===== config.mk =====
export PLATFORM = sky130hd
export DESIGN_NAME = tribus_datapath
export DESIGN_NICKNAME = d
export VERILOG_FILES = /design/src/rtl/tribus_pkg.sv /design/src/rtl/tribus_rst_sync.sv /design/src/rtl/tribus_reg.sv /design/src/rtl/tribus_bus_mux.sv /design/src/rtl/tribus_addr_gen.sv /design/src/rtl/tribus_datapath.sv
export SDC_FILE = /design/constraint.sdc
export NUM_CORES = 1
export LEC_CHECK = 0
export CAP_MARGIN = 5
export CORE_MARGIN = 1.5
export CORE_UTILIZATION = 25
export DETAILED_ROUTE_END_ITERATION = 6
export DONT_BUFFER_PORTS = 1
export SLEW_MARGIN = 5
export SYNTH_ARGS = -nofsm -noshare
export SYNTH_HDL_FRONTEND = slang
export SYNTH_SLANG_ARGS = --single-unit

===== constraint.sdc =====
create_clock -name clk -period 1.7 [get_ports clk]
set_input_delay 0.255 -clock clk [delete_from_list [all_inputs] [get_ports clk]]
set_output_delay 0.255 -clock clk [all_outputs]
set_load 0.03 [all_outputs]

===== src/rtl/tribus_pkg.sv =====
package tribus_pkg;
  localparam int DW     = 8;
  localparam int NREG   = 7;
  localparam int SELW   = 3;
  localparam int CTRL_W = 32;

  localparam int A_LSB       = 8;
  localparam int B_LSB       = 11;
  localparam int LD_LSB      = 14;
  localparam int MDR_SRC_BIT = 21;
  localparam int WR_BIT      = 22;
  localparam int STK_BIT     = 31;

  typedef enum logic [2:0] {
    IX_SCR = 3'd0,
    IX_TOS = 3'd1,
    IX_SP  = 3'd2,
    IX_IB  = 3'd3,
    IX_PC  = 3'd4,
    IX_DA  = 3'd5,
    IX_DV  = 3'd6
  } reg_ix_e;
endpackage


===== src/rtl/tribus_rst_sync.sv =====
module tribus_rst_sync (
  input  logic clk,
  input  logic rst_n,
  output logic rst_sync_n
);
  logic [1:0] stage_q;

  always_ff @(posedge clk or negedge rst_n) begin
    if (!rst_n) stage_q <= 2'b00;
    else        stage_q <= {stage_q[0], 1'b1};
  end

  assign rst_sync_n = stage_q[1];
endmodule


===== src/rtl/tribus_reg.sv =====
module tribus_reg #(
  parameter int W = 8
) (
  input  logic         clk,
  input  logic         rst_n,
  input  logic         en,
  input  logic [W-1:0] d,
  output logic [W-1:0] q
);
  logic [W-1:0] q_nxt;

  always_comb begin
    q_nxt = q;
    if (en) q_nxt = d;
  end

  always_ff @(posedge clk or negedge rst_n) begin
    if (!rst_n) q <= '0;
    else        q <= q_nxt;
  end

  // a cleared enable keeps the value
  assert_hold_R5: assert property (@(posedge clk) disable iff (!rst_n)
    !en |=> $stable(q));
  // an enabled load captures the source present at the edge
  assert_load_R5: assert property (@(posedge clk) disable iff (!rst_n)
    en |=> q == $past(d));
endmodule


===== src/rtl/tribus_bus_mux.sv =====
module tribus_bus_mux
  import tribus_pkg::*;
(
  input  logic [NREG-1:0][DW-1:0] regs,
  input  logic [SELW-1:0]         sel,
  output logic [DW-1:0]           bus
);
  always_comb begin
    bus = '0;
    for (int i = 0; i < NREG; i++) begin
      if (sel == SELW'(i + 1)) bus = regs[i];
    end
  end
endmodule


===== src/rtl/tribus_addr_gen.sv =====
module tribus_addr_gen #(
  parameter int AW = 8
) (
  input  logic [AW-1:0] base_addr,
  input  logic [AW-1:0] offset,
  input  logic          stack_sel,
  output logic [AW-1:0] phys_addr
);
  always_comb begin
    phys_addr = base_addr;
    if (stack_sel) phys_addr = base_addr + offset;
  end
endmodule


===== src/rtl/tribus_datapath.sv =====
module tribus_datapath
  import tribus_pkg::*;
(
  input  logic              clk,
  input  logic              rst_n,
  input  logic [CTRL_W-1:0] ctrl_word,
  input  logic [DW-1:0]     alu_result,
  input  logic [DW-1:0]     ram_rdata,
  input  logic [DW-1:0]     rom_rdata,
  input  logic [DW-1:0]     stack_base,
  output logic [DW-1:0]     a_bus,
  output logic [DW-1:0]     b_bus,
  output logic [DW-1:0]     ram_addr,
  output logic [DW-1:0]     ram_wdata,
  output logic              ram_we,
  output logic [DW-1:0]     rom_addr
);
  logic                   rst_sync_n;
  logic [NREG-1:0][DW-1:0] reg_q;
  logic [NREG-1:0][DW-1:0] reg_d;
  logic                   unused_ctrl;

  assign unused_ctrl = ^{ctrl_word[7:0], ctrl_word[30:23]};

  tribus_rst_sync u_rst (
    .clk        (clk),
    .rst_n      (rst_n),
    .rst_sync_n (rst_sync_n)
  );

  always_comb begin
    for (int i = 0; i < NREG; i++) reg_d[i] = alu_result;
    reg_d[int'(IX_IB)] = rom_rdata;
    reg_d[int'(IX_DV)] = ctrl_word[MDR_SRC_BIT] ? ram_rdata : alu_result;
  end

  for (genvar g = 0; g < NREG; g++) begin : g_regs
    tribus_reg #(.W(DW)) u_reg (
      .clk   (clk),
      .rst_n (rst_sync_n),
      .en    (ctrl_word[LD_LSB+g]),
      .d     (reg_d[g]),
      .q     (reg_q[g])
    );
  end

  tribus_bus_mux u_amux (
    .regs (reg_q),
    .sel  (ctrl_word[A_LSB +: SELW]),
    .bus  (a_bus)
  );

  tribus_bus_mux u_bmux (
    .regs (reg_q),
    .sel  (ctrl_word[B_LSB +: SELW]),
    .bus  (b_bus)
  );

  tribus_addr_gen #(.AW(DW)) u_addr (
    .base_addr (reg_q[int'(IX_DA)]),
    .offset    (stack_base),
    .stack_sel (ctrl_word[STK_BIT]),
    .phys_addr (ram_addr)
  );

  assign ram_wdata = reg_q[int'(IX_DV)];
  assign ram_we    = ctrl_word[WR_BIT];
  assign rom_addr  = reg_q[int'(IX_PC)];

  // a RAM-sourced load of the data value register
  assert_dv_ram_R7: assert property (@(posedge clk) disable iff (!rst_sync_n)
    (ctrl_word[LD_LSB+int'(IX_DV)] && ctrl_word[MDR_SRC_BIT])
      |=> reg_q[int'(IX_DV)] == $past(ram_rdata));
  // code zero yields an idle bus
  assert_zero_src_R4: assert property (@(posedge clk) disable iff (!rst_sync_n)
    (ctrl_word[A_LSB +: SELW] == '0) |-> a_bus == '0);
  // stack region address offset
  assert_stack_addr_R9: assert property (@(posedge clk) disable iff (!rst_sync_n)
    ctrl_word[STK_BIT] |-> ram_addr == DW'(reg_q[int'(IX_DA)] + stack_base));
endmodule


# [Yosys cells after proc, flatten, opt, wreduce, memory -nomap -nowiden]
# Cells that the tools add are included.
[word_totals] in_bits=66 out_inout_bits=41 elab_cells=39 regBits=58 ramBits=0 mem_count=0 romBits=0 latch_bits=0
[op_classes] n_lt_le_gt_ge=0 n_mul=0 bitwise=0 shift=0 div=0 add_sub_neg=1 reduce_logical=0 mux=16 n_eq_ne=14
[op_table] cell="8-bit two-way mux" count=16
[op_table] cell="3-bit equality test (second input constant)" count=8
[op_table] cell="3-bit by 2-bit equality test with 1-bit output (second input constant)" count=4
[op_table] cell="8-bit adder" count=1
[op_table] cell="3-bit by 1-bit equality test with 1-bit output (second input constant)" count=2

# [Longest topological paths before layout]
# Gate-level depths: netlist of run 1.
[logic_depth] ltp_word=8 mapped_depth=8 mapped_depth_nobuf=8

# [By module]
# A second synthesis of run 1 with hierarchy kept.
[hier_totals] cells_unflattened=335 area_unflattened_um2=4119.0
[modules_own_cells] mod="tribus_reg" seq_area_each_um2=200.2 instances=7 cells_per_inst=17 area_per_inst_um2=331.6
[modules_own_cells] mod="tribus_bus_mux" seq_area_each_um2=0.0 instances=2 cells_per_inst=73 area_per_inst_um2=576.8
[modules_own_cells] mod="tribus_addr_gen" seq_area_each_um2=0.0 instances=1 cells_per_inst=57 area_per_inst_um2=451.7
[modules_own_cells] mod="tribus_datapath" seq_area_each_um2=0.0 instances=1 cells_per_inst=10 area_per_inst_um2=138.9
[modules_own_cells] mod="tribus_rst_sync" seq_area_each_um2=50.0 instances=1 cells_per_inst=3 area_per_inst_um2=53.8

# [Least setup slack after synthesis of run 1]
# OpenSTA, ideal clock, no wires.
[synth_timing] kind="register to output" startpoint="reg g_regs[5].u_reg.q[0]" endpoint="out ram_addr[6]" path_buffers=0 path_stages_with_launch=8 setup_slack_ns=-0.699 t_arrival_ns=2.144 required_time_ns=1.445 path_cell_list="dfrtp_1 ha_1 inv_1 fa_1 nor2b_1 o31a_1 o21ai_1 o311ai_1"
[synth_between] elab_chain_len=2
[synth_lines] item="start: declaration" line="tribus_reg.sv:8" rtl="output logic [W-1:0] q"
[synth_lines] item="start signal: assignment" line="tribus_reg.sv:19" rtl="else q <= q_nxt;"
[synth_lines] item="8-bit adder" line="tribus_addr_gen.sv:11" rtl="if (stack_sel) phys_addr = base_addr + offset;"
[synth_lines] item="8-bit two-way mux" line="tribus_addr_gen.sv:11"
[synth_lines] item="end: declaration" line="tribus_datapath.sv:13" rtl="output logic [DW-1:0] ram_addr,"
# Every way passes these cells.

# [Worst setup path in the final report of run 1]
# Ends and elaborated chain as after synthesis.

==> results.yml, run 1 <==
synth:
  synth_top_area_share_pct: 40.7
  synthMuxAreaShare_pct: 22.2
  synth_nets: 427
  synth_compound_area_share_pct: 19.4
  syn_avg_cell_area_sq_um: 10.1
  synthTopCellsByArea: "dfrtp_1, mux2_2, mux2i_1, nand2_1, o211ai_1"
  ys_seq_area_share_pct: 40.7
  synthSimpleGateAreaFrac_pct: 8.46
  async_reset_ff_share_pct: 100
  synth_top_family_by_area: "multiplexers"
  ys_warn_count: 0
  synth_seq_cells: 58
  yosysUniqueCellTypes: 45
  synth_area_leader_cell: "dfrtp_1"
  netlist_instances: 353
  synth_xor_xnor_area_share_pct: 0.983
  synth_edf_count: 0
  syn-cell-area_sq_mm: 0.00356
  yosys.area_share.adder_pct: 3.02
  yosys_most_used_dff: "dfrtp_1"
global_routing:
  antenna_found_initial: 0
  grt_pass1_vias: 2992
  grt_util_met2_pct: 25.7
  global_route.usage.met3_pct: 7.02
  use_met1_pct: 18.4
  grt_max_degree: 57
  grt_pass1_wl_mm: 17.4
  busiest_layer: "met2"
  grt_overflow: 0
  grt_usage_pct: 15.8
timing:
  slew_headroom_pct: 61.7
  final_max_slew_viol_count: 0
  hold_violations: 0
  fin_crit_sh_pct: 142
  setup_slack_ps: -721
  tns_ps: -5550
  setup_violations: 19
  tightest_slew_ps: 571
  skew_ps: 2.74
  rsz0062_at_grt: "yes"
  period_minus_slack_ps: 2420
  fmax_ghz: 0.413
clock_tree:
  ctsHtreeMaxLevel: 3
  cts-root-buf: "clkbuf_16"
  clk_path_buf_depth: 2
  numClockSinks: 58
  numCtsBuffers: 9
  cts_tree: "done"
  insertion_delay_ps: 330
  cts.clk_slew.worst_paths_ps: 50
placement:
  dp_cells: 550
  pre_cts_slack_ps: -370
  hpwl_mm: 8.38
  gp_congestion: 0.879
  port_buffers: 0
final_layout:
  stdcell_count: 577
  nFillCells: 1402
  antenna_cells_inserted: 0
  area_growth_pct: 35.7
  drive_above_1_share_pct: 44.3
  final_util_pct: 34.9
  final_nets: 466
setup_path:
  path_max_fanout: 2
  cp.required_ps: 1440
  critPathKind: "register to output pin"
  critPathCaptureType: "output pin"
  setup.worst_path.start_class: "register"
  arrival_ps: 2170
  r2r-start: "g_regs[5].u_reg.q[2]"
  cp-startpoint: "g_regs[5].u_reg.q[0]"
detailed_routing:
  viasPerCell: 5.04
  drcViolationCount: 0
  drt-initial-drc-count: 179
  drtAntennaViolNets: 0
  vias: 2910
  wire_per_inst_microns: 20.1
  drt-total-wl_mm: 11.6
  dr.pass1.iters: 4
min_path:
  hp-class: "primary input to register"
  hp-start: "ctrl_word[20]"
power_and_ir_drop:
  leakagePower_nw: 2.02
  finalPower_mw: 4.89
  ir_worst_vdd_v: 0.000432
  p_per_area_mw_per_mm2: 1010
outcome:
  outcome: "complete, but fails checks"
  failed_checks: "negative setup slack"
die:
  ioPinCount: 107
  die_area_sq_mm: 0.0150
  core_area_sq_mm: 0.0139
  die_h_microns: 122
  start_util_pct: 25.7
  rows: 43
  die_w_microns: 122
job:
  max_cap_viol_count: 0
[worst paths after layout]
check | slack [ps] | cells after the start | endpoint
worst min-delay path | 7 | 1 | g_regs[6].u_reg.q[5]
worst max register to register | 660 | 3 | g_regs[5].u_reg.q[2]
min in group asynchronous | 150 | 1 | u_rst.stage_q[0]
worst max-delay path | -720 | 9 | ram_addr[6]
worst min register to register | 260 | 1 | g_regs[4].u_reg.q[5]
max in group asynchronous | 1170 | 1 | g_regs[5].u_reg.q[1]
[cell families (layout without fill, tap and decap cells)]
kind of cell / count (synthesis) / count (layout)
fa+ha+maj: 8 / 8
flops: 58 / 58
compound gates: 101 / 101
mux: 72 / 72
xor+xnor: 4 / 4
other cells: 1 / 1
simple gates: 68 / 68
buf+inv: 41 / 85
[power breakdown]
part	internal, mW	switching (mW)	leakage [nW]	total (mW)
Combinational	0.692	0.719	1.20	1.41
Clock	1.17	0.646	0.141	1.82
Sequential	1.52	0.142	0.675	1.66
[metal layers]
layer	vias up	wire length, microns
li1	1371	-
met1	1435	4670
met2	87	5560
met3	17	1090
met4	0	291
met5	-	0
[through the flow]
step	area, sq um	hold WS, ps
3_3_place_gp	4180	-40.5
4_1_cts	4730	0.836
2_1_floorplan	3640	-40.6
6_report	4840	7.10
5_1_grt	4840	2.31
3_5_place_dp	4180	-40.5
[worst max-delay path: stages, from the launching register on]
cell and delay, ps:
dfrtp_1 380, ha_2 200, inv_2 60, fa_2 230, nor2b_4 50, o31a_1 260
o21ai_2 190, nand4b_1 170, o311ai_4 130, buf_12 160
[area by class of cell]
cell class                      count  area, sq um  share of cell area (%)
Clock buffer                       10          239                    4.94
Clock inverter                      6         66.3                    1.37
Inverter                           13         48.8                    1.01
Multi-Input combinational cell    254         2220                    45.8
Sequential cell                    58         1450                    30.0
Tap cell                          180          225                    4.65
Timing Repair Buffer               56          587                    12.1
[state kept, by name (all words and copies together), names as in the netlist]
register and count:
g_regs.u_reg.q 56, u_rst.stage_q 2
[cells in the mapped netlist (2+ instances only)]
cell type	n
mux2_2	42
nor2b_1	4
a21oi_1	18
nand3_1	2
and3_1	2
a211oi_1	9
nor2_1	11
inv_1	6
nand2_1	43
dfrtp_1	58
o21ai_0	10
ha_1	7
a22o_1	7
buf_4	2
xnor2_1	3
mux2_1	4
o211ai_1	15
a2bb2oi_1	7
o21ai_1	16
inv_2	7
a21o_1	3
mux2i_1	25
a221o_1	7
buf_2	10
clkbuf_1	14
a221oi_1	2
[repair_timing]
| item | 4_1_cts | 5_1_grt |
|---|---|---|
| resized for setup | 38 | 26 |
| setup endpoints to repair | 23 | 24 |
| endpoints found under the hold margin | 4 | 0 |
| buffers inserted | 8 | 6 |
| pin swaps | 18 | 23 |
| hold buffers | 2 | 0 |
[cell usage in the layout (no fill, tap or decap), types with 12 or more instances in the layout]
cell | Yosys | routed
o211ai_1 | 15 | 15
a21oi_1 | 18 | 14
buf_6 | 1 | 13
mux2_2 | 42 | 40
dfrtp_1 | 58 | 56
buf_4 | 2 | 32
mux2i_1 | 25 | 24
nand2_1 | 43 | 32
o21ai_1 | 16 | 12
(Power assumes the default switching activity.)
==> inputs of run 2 (changes only) <==
PLACE_DENSITY = 0.42   (was unset)
SETUP_SLACK_MARGIN = 0.4   (was unset)
clock period = 2.15 ns   (was 1.7 ns; I/O delays follow)
==> results.yml, run 2 (synthesis results as in run 1) <==
global_routing:
  grt_pass1_vias: 2823
  grt_usage_pct: 16.2
  grt_overflow: 0
  grt_pass1_wl_mm: 17.7
  antenna_found_initial: 0
  grt_max_degree: 30
setup_path:
  critPathCaptureType: "output pin"
  cp_slowest_stage_delay_ps: 380
  critPathKind: "register to output pin"
  crit_buf_inv: 2
  arrival_ps: 2130
  path_max_fanout: 2
  cpMaxStageDelayCell: "dfrtp_1"
  cp_top_family: "compound AO/OA/AOI/OAI gates"
  worstPathCellList: "ha_2 -> inv_2 -> fa_2 -> nor2b_2 -> o31a_1 -> o21ai_2 -> nand4b_1 -> o311ai_4 -> buf_12"
  cp.required_ps: 1830
  setup.worst_path.start_class: "register"
die:
  die_area_sq_mm: 0.0150
  start_util_pct: 25.7
  die_h_microns: 122
  core_area_sq_mm: 0.0139
  ioPinCount: 107
  die_w_microns: 122
  rows: 43
final_layout:
  area_growth_pct: 28.3
  final_nets: 438
  drive_above_1_share_pct: 44.3
  layout.cells.most_common_list: "dfrtp_1, mux2_2, nand2_1"
  top_register: "g_regs.u_reg.q"
  final_util_pct: 32.9
  nFillCells: 1424
  final_common_cell: "dfrtp_1"
  antenna_cells_inserted: 0
  reg_top3: "g_regs.u_reg.q (56), u_rst.stage_q (2)"
  largest_reg_flops: 56
detailed_routing:
  wire_per_inst_microns: 21.2
  drt-initial-drc-count: 192
  dr.pass1.iters: 4
  drcViolationCount: 0
  viasPerCell: 5.10
  drtAntennaViolNets: 0
  vias: 2797
  drt-total-wl_mm: 11.6
timing:
  setup_slack_ps: -300
  period_minus_slack_ps: 2450
  tightest_slew_ps: 624
  fin_crit_sh_pct: 114
  fmax_ghz: 0.408
  skew_ps: 9.32
  hold_violations: 0
  final_max_slew_viol_count: 0
  fin_hold_ws_ps: 74.3
  slew_headroom_pct: 58.4
  setup_violations: 4
  rsz0062_at_grt: "yes"
clock_tree:
  cts-root-buf: "clkbuf_16"
  ctsHtreeMaxLevel: 3
  cts.clk_slew.worst_paths_ps: 50
  cts_tree: "done"
  insertion_delay_ps: 330
  numClockSinks: 58
  clk_path_buf_depth: 2
  numCtsBuffers: 9
outcome:
  failed_checks: "negative setup slack"
  outcome: "complete, but fails checks"
placement:
  gp_congestion: 0.818
  hpwl_mm: 8.51
  port_buffers: 0
power_and_ir_drop:
  ir_worst_vdd_v: 0.000303
  p_per_area_mw_per_mm2: 788
  leakagePower_nw: 1.87
min_path:
  hp-class: "primary input to register"
job:
  max_cap_viol_count: 0
[run 2: changes by cell type in the layout (fill, tap and decap cells not counted), moves of 4 or more]
cell	change
dfrtp_1	-8
dfrtp_2	+8
o21ai_2	+5
buf_12	-8
o21ai_1	-4
buf_4	-16
a22o_1	-7
a22o_4	+7
[run 2: final timing paths]
check | cells past startpoint | to | slack, ps | from
max reg2reg | 3 | g_regs[5].u_reg.q[3] | 1100 | g_regs[5].u_reg.q[3]
min | 1 | g_regs[6].u_reg.q[6] | 70 | ctrl_word[20]
max in group asynchronous | 1 | g_regs[4].u_reg.q[7] | 1560 | u_rst.stage_q[1]
min in group asynchronous | 1 | u_rst.stage_q[0] | 230 | rst_n
min reg2reg | 1 | g_regs[0].u_reg.q[6] | 270 | u_rst.stage_q[1]
max | 9 | ram_addr[6] | -300 | g_regs[5].u_reg.q[0]
[run 2: repair_timing]
action,in CTS,in global routing
pin swaps,19,18
endpoints found under the setup margin,24,23
hold endpoints to repair,2,0
hold buffers,1,0
buffers inserted,8,4
resized for setup,68,18
[run 2: per-layer routing]
metal  track usage, %  vias up  part of all wire (%)
li1                 -     1314                     -
met1             20.6     1395                    43
met2             25.6       80                    48
met3             6.18        8                   8.2
met4             4.51        0                   1.1
met5                0        -                     0
[run 2: cell type report]
class / count / area [sq um] / area share, %
Multi-Input combinational cell: 254 / 2300 / 50.3
Sequential cell: 58 / 1460 / 32.0
Timing Repair Buffer: 28 / 263 / 5.75
Clock buffer: 12 / 256 / 5.61
Tap cell: 180 / 225 / 4.93
Inverter: 13 / 48.8 / 1.07
Clock inverter: 3 / 15.0 / 0.328
[run 2: worst register-to-register path: stages, from the launching register on]
cell	delay (ps)
dfrtp_1	400
buf_6	150
buf_4	140
mux2_2	250
[run 2: through the flow]
stage                     power (mW)  area, sq um  setup TNS (ps)  setup slack [ps]  cells
final                           3.60         4570            -614              -300    548
after global placement          2.14         3860               0              17.1    520
after CTS                       3.61         4470            -802              -340    544
after detailed placement        2.15         3860               0              3.92    520
after floorplan                 2.02         3650               0              89.0    353
after global routing            3.79         4570           -1020              -381    548
[run 2: power by group]
| part | total, mW | leakage (nW) | switching (mW) | internal, mW |
|---|---|---|---|---|
| clock | 1.30 | 0.138 | 0.475 | 0.828 |
| combinational | 0.922 | 1.06 | 0.484 | 0.438 |
| sequential | 1.38 | 0.667 | 0.172 | 1.20 |
